==> src/rtl/sorter4_pkg.sv <==
// Shared constants for the four-lane sorting network.
// Assumes the lane count is fixed at four; only element width varies.
package sorter4_pkg;
    localparam int LANES  = 4;
    localparam int STAGES = 3;
    // Compare-swap schedule, one entry per stage: number of pairs, then
    // the low and high lane of the first and the second pair.
    localparam int ST_NPAIR [STAGES] = '{2, 2, 1};
    localparam int ST_LO_A  [STAGES] = '{0, 0, 1};
    localparam int ST_HI_A  [STAGES] = '{1, 2, 2};
    localparam int ST_LO_B  [STAGES] = '{2, 1, 0};
    localparam int ST_HI_B  [STAGES] = '{3, 3, 0};
endpackage

==> src/rtl/sorter4_cmp_swap.sv <==
// Compare-and-swap cell: presents the unsigned smaller input on lo and the
// larger on hi. Purely combinational; assumes unsigned operands.
module sorter4_cmp_swap #(
    parameter int W = 8
) (
    input  logic [W-1:0] a,
    input  logic [W-1:0] b,
    output logic [W-1:0] lo,
    output logic [W-1:0] hi
);
    logic a_gt_b;

    // select min and max from one unsigned comparison
    always_comb begin
        a_gt_b = (a > b);
        lo     = a_gt_b ? b : a;
        hi     = a_gt_b ? a : b;
    end
endmodule

==> src/rtl/sorter4_stage.sv <==
// One registered stage of the network. It orders NPAIR lane pairs and
// passes the other lanes through unchanged. Assumes the pairs are disjoint.
// Only the valid flop is reset; the data flops are qualified by valid.
module sorter4_stage
    import sorter4_pkg::*;
#(
    parameter int W     = 8,
    parameter int NPAIR = 2,
    parameter int LO_A  = 0,
    parameter int HI_A  = 1,
    parameter int LO_B  = 2,
    parameter int HI_B  = 3
) (
    input  logic                  clk,
    input  logic                  rst_n,
    input  logic                  valid_i,
    input  logic [LANES-1:0][W-1:0] data_i,
    output logic                  valid_o,
    output logic [LANES-1:0][W-1:0] data_o
);
    localparam int LO_IDX [2] = '{LO_A, LO_B};
    localparam int HI_IDX [2] = '{HI_A, HI_B};

    logic [W-1:0]             mn [NPAIR];
    logic [W-1:0]             mx [NPAIR];
    logic [LANES-1:0][W-1:0]  nxt;

    for (genvar p = 0; p < NPAIR; p++) begin : g_pair
        sorter4_cmp_swap #(.W(W)) u_cs (
            .a  (data_i[LO_IDX[p]]),
            .b  (data_i[HI_IDX[p]]),
            .lo (mn[p]),
            .hi (mx[p])
        );
    end

    // merge swapped pairs over the pass-through lanes
    always_comb begin
        nxt = data_i;
        for (int p = 0; p < NPAIR; p++) begin
            nxt[LO_IDX[p]] = mn[p];
            nxt[HI_IDX[p]] = mx[p];
        end
    end

    // valid flop with synchronous active-low reset
    always_ff @(posedge clk) begin
        if (!rst_n) valid_o <= 1'b0;
        else        valid_o <= valid_i;
    end

    // data flops, no reset needed
    always_ff @(posedge clk) begin
        data_o <= nxt;
    end

    AST_STAGE_VALID_FOLLOWS: assert property (@(posedge clk) disable iff (!rst_n)
        $past(rst_n) |-> (valid_o == $past(valid_i)));

    for (genvar p = 0; p < NPAIR; p++) begin : g_chk
        AST_PAIR_ORDERED: assert property (@(posedge clk) disable iff (!rst_n)
            valid_o |-> (data_o[LO_IDX[p]] <= data_o[HI_IDX[p]]));
    end
endmodule

==> src/rtl/sorter4_pipe.sv <==
// Four-lane ascending sorter: three registered compare-swap stages, one
// set accepted per cycle, fixed latency of three edges. Assumes the
// consumer never stalls. Comparison is unsigned.
module sorter4_pipe
    import sorter4_pkg::*;
#(
    parameter int W = 8
) (
    input  logic         clk,
    input  logic         rst_n,
    input  logic         in_valid,
    input  logic [W-1:0] in_lane0,
    input  logic [W-1:0] in_lane1,
    input  logic [W-1:0] in_lane2,
    input  logic [W-1:0] in_lane3,
    output logic         out_valid,
    output logic [W-1:0] out_lane0,
    output logic [W-1:0] out_lane1,
    output logic [W-1:0] out_lane2,
    output logic [W-1:0] out_lane3
);
    localparam int SW = W + 2;

    logic [LANES-1:0][W-1:0] dchain [STAGES+1];
    logic                    vchain [STAGES+1];

    // gather the input lanes into the head of the chain
    always_comb begin
        vchain[0]    = in_valid;
        dchain[0][0] = in_lane0;
        dchain[0][1] = in_lane1;
        dchain[0][2] = in_lane2;
        dchain[0][3] = in_lane3;
    end

    for (genvar s = 0; s < STAGES; s++) begin : g_stage
        sorter4_stage #(
            .W     (W),
            .NPAIR (ST_NPAIR[s]),
            .LO_A  (ST_LO_A[s]),
            .HI_A  (ST_HI_A[s]),
            .LO_B  (ST_LO_B[s]),
            .HI_B  (ST_HI_B[s])
        ) u_stage (
            .clk     (clk),
            .rst_n   (rst_n),
            .valid_i (vchain[s]),
            .data_i  (dchain[s]),
            .valid_o (vchain[s+1]),
            .data_o  (dchain[s+1])
        );
    end

    // present the tail of the chain on the output ports
    always_comb begin
        out_valid = vchain[STAGES];
        out_lane0 = dchain[STAGES][0];
        out_lane1 = dchain[STAGES][1];
        out_lane2 = dchain[STAGES][2];
        out_lane3 = dchain[STAGES][3];
    end

    logic [SW-1:0] in_sum, out_sum;

    // lane sums for the permutation check
    always_comb begin
        in_sum  = SW'(in_lane0) + SW'(in_lane1) + SW'(in_lane2) + SW'(in_lane3);
        out_sum = SW'(out_lane0) + SW'(out_lane1) + SW'(out_lane2) + SW'(out_lane3);
    end

    AST_RESET_QUIET: assert property (@(posedge clk)
        !rst_n |=> !out_valid);

    AST_OUT_ASCENDING: assert property (@(posedge clk) disable iff (!rst_n)
        out_valid |-> (out_lane0 <= out_lane1 && out_lane1 <= out_lane2
                       && out_lane2 <= out_lane3));

    AST_SUM_KEPT: assert property (@(posedge clk) disable iff (!rst_n)
        out_valid |-> (out_sum == $past(in_sum, 3)));
endmodule

==> config.mk <==
export PLATFORM = sky130hd
export DESIGN_NAME = sorter4_pipe
export DESIGN_NICKNAME = d
export VERILOG_FILES = /design/src/rtl/sorter4_pkg.sv /design/src/rtl/sorter4_cmp_swap.sv /design/src/rtl/sorter4_stage.sv /design/src/rtl/sorter4_pipe.sv
export SDC_FILE = /design/constraint.sdc
export NUM_CORES = 1
export LEC_CHECK = 0
export BUFFER_PORTS_ARGS = -buffer_cell sky130_fd_sc_hd__buf_2
export CAP_MARGIN = 20
export CORE_UTILIZATION = 28
export DETAILED_ROUTE_END_ITERATION = 16
export GPL_TIMING_DRIVEN = 0
export SYNTH_ARGS = -nofsm -noshare
export SYNTH_HDL_FRONTEND = slang
export SYNTH_SLANG_ARGS = --single-unit
==> constraint.sdc <==
create_clock -name clk -period 2.2 [get_ports clk]
set_input_delay 0.11 -clock clk [delete_from_list [all_inputs] [get_ports clk]]
set_output_delay 0.11 -clock clk [all_outputs]
set_load 0.01 [all_outputs]
After elaboration in Yosys (flattened, before gate mapping)
Cells that the tools add are included.
Storage, ports and cells
  output and inout port bits: 33
  bits in registers: 99
  bits of input ports: 35
  logic and storage cells: 30
Cells by class
  $lt $le $gt $ge: 5
  mux-type cells: 10
Operator list (number)
  8-bit two-way mux: 10
  8-bit > comparator: 5

Longest topological paths before layout
Gate-level depths: netlist of the first run.
  depth after elaboration: 2
  mapped depth: 8
  depth with buffers taken out: 7

By module
From an unflattened synthesis of the first run, not the netlist that was laid out.
Second synthesis, totals
  cell total of the unflattened synthesis: 322
  area total of the unflattened synthesis: 4385.5 um^2
By module, submodules not included
  sorter4_stage: cells each 34, instances 3, area an instance 666.9 um^2, seq. area each 660.6 um^2
  sorter4_cmp_swap at g_stage[0].u_stage.g_pair[0].u_cs ...: cells each 44, instances 4, area an instance 476.7 um^2, seq. area each 0.0 um^2
  sorter4_cmp_swap at g_stage[0].u_stage.g_pair[1].u_cs: cells each 44, instances 1, area an instance 478.0 um^2, seq. area each 0.0 um^2

Worst setup path before layout of the first run
Ideal clock, no wire load.
  kind: reg-to-reg
  start point: register g_stage[0].u_stage.data_o[17] in the netlist's numbering
  end point: register g_stage[1].u_stage.data_o[16] in the netlist's numbering
  path buffers: 1
  setup time: 121 ps
  period minus slack after synthesis: 1808 ps
  stages on the path, launching flop included: 9
  path slack: 392 ps
  arrival: 1686 ps
  path through: dfxtp_1 inv_1 ha_1 nor2b_4 o211ai_2 a21oi_2 o22ai_4 buf_8 mux2_4
On the way
  cells in the longest elaborated chain, start to end: 2
Ends and longest elaborated chain
  from (decl): line sorter4_stage.sv:19  | output logic [LANES-1:0][W-1:0] data_o
  from (signal assigned): line sorter4_stage.sv:54  | data_o <= nxt;
  8-bit > comparator: line sorter4_cmp_swap.sv:15  | a_gt_b = (a > b);
  8-bit two-way mux: line sorter4_cmp_swap.sv:17  | hi = a_gt_b ? a : b;
  via g_stage[1].u_stage.g_pair[0].u_cs.hi[0]: line sorter4_cmp_swap.sv:9  | output logic [W-1:0] hi
  to (signal assigned): line sorter4_stage.sv:54
  to (decl): line sorter4_stage.sv:19
The timed path passes the listed nets, and every way through them passes these cells.
A chain may end at the register's enable or synchronous reset.

Worst setup path in the final report of the first run
  start point: register g_stage[0].u_stage.data_o[17] in the netlist's numbering
  end point: register g_stage[1].u_stage.data_o[5] in the netlist's numbering
On the way
  cells in the longest elaborated chain, start to end: 2
Ends and longest elaborated chain
  8-bit > comparator: line sorter4_cmp_swap.sv:15
  8-bit two-way mux: line sorter4_cmp_swap.sv:16  | lo = a_gt_b ? b : a;
  via g_stage[1].u_stage.g_pair[0].u_cs.lo[5]: line sorter4_cmp_swap.sv:8  | output logic [W-1:0] lo,
The timed path passes the listed nets, and every way through them passes these cells.

==> impl_metrics.json, run 1 <==
{
  "fill_cells": 1617,
  "synth_seq_area_share_pct": 43.3,
  "synth.cell_area_mm2": 0.00458,
  "n_antenna_cell": 0,
  "power.leakage_uw": 0.00266,
  "yosysWarnings": 0,
  "num-nets-final": 510,
  "period_needed_ps": 1970,
  "htree_levels": 3,
  "io_pins": 68,
  "start_util_pct": 28.7,
  "clock.fmax_ghz": 0.506,
  "gr-total-overflow": 0,
  "dr.pass1.iters": 4,
  "grt_usage_pct": 9.93,
  "clk_latency_ps": 340,
  "r2r_end": "g_stage[1].u_stage.data_o[5]",
  "mostFrequentLayoutCell": "dfxtp_1",
  "r2r-start": "g_stage[0].u_stage.data_o[17]",
  "use_met3_pct": 2.38,
  "cts_tree": "done",
  "antenna_found_initial": 0,
  "tns_ps": 0,
  "power_density_mw_per_mm2": 1120,
  "grt_pass1_vias": 2649,
  "grt_max_degree": 18,
  "numPortBuffers": 67,
  "grt_pass1_wl_um": 12700,
  "use_met1_pct": 12.3,
  "synth.distinct_cells": 19,
  "cts_resized": 0,
  "arrival_ps": 2200,
  "chipHeight_um": 130,
  "row_count": 46,
  "grt_busiest_layer": "met2",
  "core_area_mm2": 0.0159,
  "drtAntennaViolNets": 0,
  "synthesis.instances": 354,
  "whs_ps": 32.8,
  "setup_viol": 0,
  "min_to": "g_stage[0].u_stage.data_o[29]",
  "area_growth_pct": 20.0,
  "status": "finished, final reports clean",
  "layout-drive-gt1-share_pct": 52.0,
  "period_share_pct": 89.8,
  "cts_hold_buf": 3,
  "synth.ff_latch_count": 99,
  "clock_sinks": 99,
  "final_cell_mix": "dfxtp_1, buf_2, mux2_4",
  "maxSlewViolCount": 0,
  "cp-end-kind": "flop",
  "numCtsBuffers": 9,
  "clk_pin_slew_ps": 70,
  "syn_area_per_cell_um2": 12.9,
  "ys_top_cells_by_area": "dfxtp_1, mux2_4, ha_1",
  "gp_congestion": 0.802,
  "clockBufferDepth": 2,
  "die_area_mm2": 0.0169,
  "maxCapViolations": 0,
  "r2r_setup_slack_ps": 230,
  "relSlewSlack_pct": 78.7,
  "reg2reg_depth": 8,
  "ir_drop_mv": 0.412,
  "fp.dieW_um": 130,
  "cp_data_required_time_ps": 2420,
  "postCtsSetupBuffers": 0,
  "first_iter_violations": 37,
  "worst_hold_path_type": "in2reg",
  "synthesis.nets": 429,
  "min_from": "in_lane3[5]",
  "yosys.area.top_type": "dfxtp_1",
  "hold_violations": 0,
  "rsz0062_at_grt": "no",
  "start_kind": "flop",
  "path_class": "reg2reg",
  "post_drt_wl_per_cell_um": 11.8,
  "dpl.hpwl_um": 6540,
  "worst_pin_slew_ps": 320,
  "grt_util_met2_pct": 16.5,
  "via_count": 2601,
  "synth.top_cell.area_share_pct": 43.3,
  "vias_per_cell": 3.96,
  "clockRootBuffer": "clkbuf_16",
  "wirelength_um": 7720,
  "fin_worst_skew_ps": 6.40,
  "hold_depth": 2,
  "critPathMaxFanout": 10,
  "drc_errors": 0,
  "power.total_uw": 6140
}
[cell type report]
type | count | area [um2] | share of cell area (%)
buffer | 37 | 320 | 5.83
clock buffer | 10 | 229 | 4.17
clock inverter | 6 | 51.3 | 0.934
inverter | 40 | 150 | 2.73
multi-input combinational | 178 | 2120 | 38.7
sequential | 99 | 1980 | 36.1
tap | 216 | 270 | 4.92
timing repair buffer | 70 | 365 | 6.65
[Yosys cell counts]
master,n
nand4_1,5
dfxtp_1,99
ha_1,40
nand4_4,1
nand4_2,4
o22ai_4,5
buf_12,1
nand2_1,5
buf_4,32
buf_8,4
o21ai_2,5
mux2_4,50
mux2_2,30
a21oi_1,15
inv_1,40
and2_1,3
a21oi_2,5
nor2b_4,5
o211ai_2,5
[registers in the layout, indices dropped and copies added, names as in the netlist]
| signal | cells |
|---|---|
| g_stage.u_stage.data_o | 96 |
| g_stage.u_stage.valid_o | 3 |
[where the power goes]
group	switching (uW)	internal (uW)	total (uW)
clock	654	777	1430
sequential	221	2270	2490
combinational	871	1340	2210
[layer usage]
| metal | share of wire [%] | up-vias |
|---|---|---|
| met1 | 47 | 1191 |
| met4 | 1.4 | 0 |
| met2 | 48 | 53 |
| met5 | 0 | - |
| li1 | - | 1349 |
| met3 | 3.7 | 8 |
[logic make-up after synthesis]
kind of cell	share of synthesized area, %
buffers and inverters	10.3
AOI/OAI and AO/OA	7.11
adders and majority gates	10.9
muxes	23.8
DFF	43.3
and+or+nand+nor	4.57
[worst max-delay path by stage]
| stage | endpoint | slack [ps] | depth (start not counted) | start |
|---|---|---|---|---|
| after floorplan | g_stage[1].u_stage.data_o[16] | 390 | 8 | g_stage[0].u_stage.data_o[17] |
| after global placement | g_stage[1].u_stage.data_o[26] | 250 | 8 | g_stage[0].u_stage.data_o[25] |
| after detailed placement | g_stage[1].u_stage.data_o[6] | 220 | 8 | g_stage[0].u_stage.data_o[17] |
| after CTS | g_stage[1].u_stage.data_o[5] | 210 | 8 | g_stage[0].u_stage.data_o[17] |
| after global routing | g_stage[1].u_stage.data_o[27] | 130 | 8 | g_stage[0].u_stage.data_o[25] |
| final | g_stage[1].u_stage.data_o[5] | 230 | 8 | g_stage[0].u_stage.data_o[17] |
[worst max-delay path: stages (launching register included)]
cell      delay (ps)
dfxtp_1          360
inv_1             50
ha_1             290
nor2b_4          130
o211ai_2         140
a21oi_2           90
o22ai_4          270
buf_8            210
mux2_4           310
[through the flow]
stage | cells | worst slack, ps | instance area (um2) | utilization [%]
global placement | 637 | 250 | 5180 | 32.5
CTS | 656 | 213 | 5490 | 34.4
floorplan | 354 | 392 | 4580 | -
detailed placement | 637 | 223 | 5180 | 32.5
global route | 656 | 133 | 5490 | 34.4
finish | 656 | 225 | 5490 | 34.4
(Power assumes the default switching activity.)
==> inputs of run 2 (changes only) <==
--- a/config.mk
+++ b/config.mk
@@ -12,4 +12,5 @@
 export GPL_TIMING_DRIVEN = 0
 export SYNTH_ARGS = -nofsm -noshare
 export SYNTH_HDL_FRONTEND = slang
+export SYNTH_HIERARCHICAL = 1
 export SYNTH_SLANG_ARGS = --single-unit
==> run 2 against run 1 <==
Combinational power is 10% lower. Clock skew grew 2.4 ps. Count of clock-buffer cells in the layout decreased by 1. First-iteration DRC count increased by 24%. Critical endpoint is now g_stage[1].u_stage/data_o[6]. Wire length rose by 1.7%. Fmax down 1.5%. Power decreased by 4.1%. Highest routed layer unchanged. Via count is 3.3% lower. Largest power group unchanged.
==> impl_metrics.json, run 2 <==
{
  "grt_usage_pct": 10.5,
  "first_iter_violations": 46,
  "tns_ps": 0,
  "gr-total-overflow": 0,
  "relSlewSlack_pct": 77.8,
  "largest_register": "g_stage.u_stage/data_o",
  "crit_buf_inv": 2,
  "synth_edf_count": 0,
  "reg2reg_depth": 8,
  "core_area_mm2": 0.0153,
  "ir_drop_mv": 0.350,
  "via_count": 2516,
  "fill_cells": 1488,
  "synth.ff_latch_count": 99,
  "critical_path.endpoint": "g_stage[1].u_stage/data_o[6]",
  "start_kind": "flop",
  "clk_latency_ps": 340,
  "row_count": 45,
  "setup_viol": 0,
  "chipHeight_um": 127,
  "critPathMaxStageDelay_ps": 370,
  "maxCapViolations": 0,
  "rsz0062_at_grt": "no",
  "period_share_pct": 91.2,
  "numCtsBuffers": 9,
  "power.leakage_uw": 0.00252,
  "power.total_uw": 5890,
  "ys_top_cells_by_count": "dfxtp_1, mux2_4, ha_1, inv_1, mux2_2",
  "dr.pass1.iters": 4,
  "r2r-start": "g_stage[0].u_stage/data_o[17]",
  "cp_slowest_cell": "dfxtp_1",
  "status": "finished, final reports clean",
  "gp_congestion": 0.824,
  "maxSlewViolCount": 0,
  "worst_pin_slew_ps": 334,
  "postCtsSetupBuffers": 0,
  "final_cell_mix": "dfxtp_1, buf_2, mux2_4",
  "grt_pass1_vias": 2678,
  "period_needed_ps": 2010,
  "post_drt_wl_per_cell_um": 12.7,
  "drtAntennaViolNets": 0,
  "clockRootBuffer": "clkbuf_16",
  "hold_violations": 0,
  "vias_per_cell": 4.06,
  "met3_length_um": 399,
  "multi_input_area_mm2": 0.00215,
  "clock_sinks": 99,
  "r2r_setup_slack_ps": 190,
  "mostFrequentLayoutCell": "dfxtp_1",
  "crit_cells": 8,
  "synth.distinct_cells": 18,
  "largestRegisters": "g_stage.u_stage/data_o: 96 flops, g_stage.u_stage/valid_o: 3 flops",
  "crit_chain": "inv_1, ha_1, nor2b_4, o211ai_2, a21oi_2, o22ai_4, buf_12, mux2_4",
  "ys_top_cells_by_area": "dfxtp_1, mux2_4, ha_1",
  "met2_wirelength_um": 3880,
  "regArea_mm2": 0.00198,
  "yosysWarnings": 6,
  "largest_register_ffs": 96,
  "highest_layer": "met4",
  "htree_levels": 3,
  "power_density_mw_per_mm2": 1110,
  "yosys.area.top_type": "dfxtp_1",
  "area_growth_pct": 20.7,
  "yosysMostFrequentCell": "dfxtp_1",
  "cts_hold_buf": 3,
  "synthesis.instances": 322,
  "worst_hold_path_type": "in2reg",
  "clockBufferDepth": 2,
  "path_class": "reg2reg",
  "critPathTopFamily": "compound AO/OA/AOI/OAI gates",
  "grt_max_degree": 18,
  "cts_tree": "done",
  "n_antenna_cell": 0,
  "synthesis.nets": 397,
  "syn_area_per_cell_um2": 13.6,
  "min_from": "in_lane0[0]",
  "wl_met1_um": 3470,
  "r2r_end": "g_stage[1].u_stage/data_o[6]",
  "arrival_ps": 2230,
  "startpoint": "g_stage[0].u_stage/data_o[17]",
  "wirelength_um": 7860,
  "fin_worst_skew_ps": 8.77,
  "critPathMaxFanout": 10,
  "cp_data_required_time_ps": 2420,
  "die_area_mm2": 0.0162,
  "synth_seq_area_share_pct": 45.2,
  "clk_pin_slew_ps": 70,
  "start_util_pct": 28.7,
  "synth.cell_area_mm2": 0.00439,
  "cp-end-kind": "flop",
  "num-nets-final": 478,
  "cts_resized": 0,
  "grt_pass1_wl_um": 12800,
  "synthArstFlopShare_pct": 0,
  "dpl.hpwl_um": 6700,
  "antenna_found_initial": 0,
  "layout-drive-gt1-share_pct": 48.5,
  "io_pins": 68,
  "fp.dieW_um": 127,
  "synth.top_cell.area_share_pct": 45.2,
  "numPortBuffers": 67,
  "synth_top_flop_cell": "dfxtp_1",
  "drc_errors": 0,
  "clock.fmax_ghz": 0.499
}
-- run 2: where the power goes --
| part | switching, uW | internal (uW) |
|---|---|---|
| logic | 864 | 1120 |
| clock network | 662 | 771 |
| registers | 202 | 2270 |
-- run 2: kinds of logic after synthesis --
kind of cell,Yosys count,synth area share [%]
AO/OA/AOI/OAI,35,8.10
adder cells (fa/ha/maj),40,11.4
buffers and inverters,45,5.71
flip-flops,99,45.2
multiplexers,80,24.8
AND/OR/NAND/NOR,23,4.76
-- run 2: area by class of cell --
| type | instances | area share (%) |
|---|---|---|
| Buffer | 5 | 1.89 |
| Clock buffer | 9 | 4.26 |
| Clock inverter | 7 | 0.969 |
| Inverter | 40 | 2.84 |
| Multi-Input combinational cell | 178 | 40.7 |
| Sequential cell | 99 | 37.5 |
| Tap cell | 211 | 4.99 |
| Timing Repair Buffer | 70 | 6.90 |
-- run 2: stage by stage --
step,area [um2],util [%],setup slack (ps),hold slack [ps],std cells
floorplan,4390,-,397,232,322
CTS,5290,34.7,191,9.58,619
finish,5290,34.7,195,27.9,619
global route,5290,34.7,122,16.1,619
global placement,4980,32.7,249,316,600
detailed placement,4980,32.7,207,314,600
-- run 2: worst reg2reg max path: stages (launching register included) --
cell,delay [ps]
dfxtp_1,370
inv_1,60
ha_1,290
nor2b_4,140
o211ai_2,140
a21oi_2,90
o22ai_4,280
buf_12,200
mux2_4,320
-- run 2: how the worst min path moves through the flow --
stage / end / depth (start not counted) / slack (ps)
floorplan: g_stage[0].u_stage/valid_o / 1 / 230
global placement: g_stage[2].u_stage/data_o[7] / 0 / 320
detailed placement: g_stage[2].u_stage/data_o[7] / 0 / 310
CTS: g_stage[0].u_stage/data_o[8] / 2 / 10
global route: g_stage[0].u_stage/data_o[8] / 2 / 20
finish: g_stage[0].u_stage/data_o[8] / 2 / 30
-- run 2: metal layers --
metal	up-vias	GRT usage, %
li1	1286	-
met1	1172	11.4
met2	50	18.5
met3	8	3.94
met4	0	3.99
met5	-	0
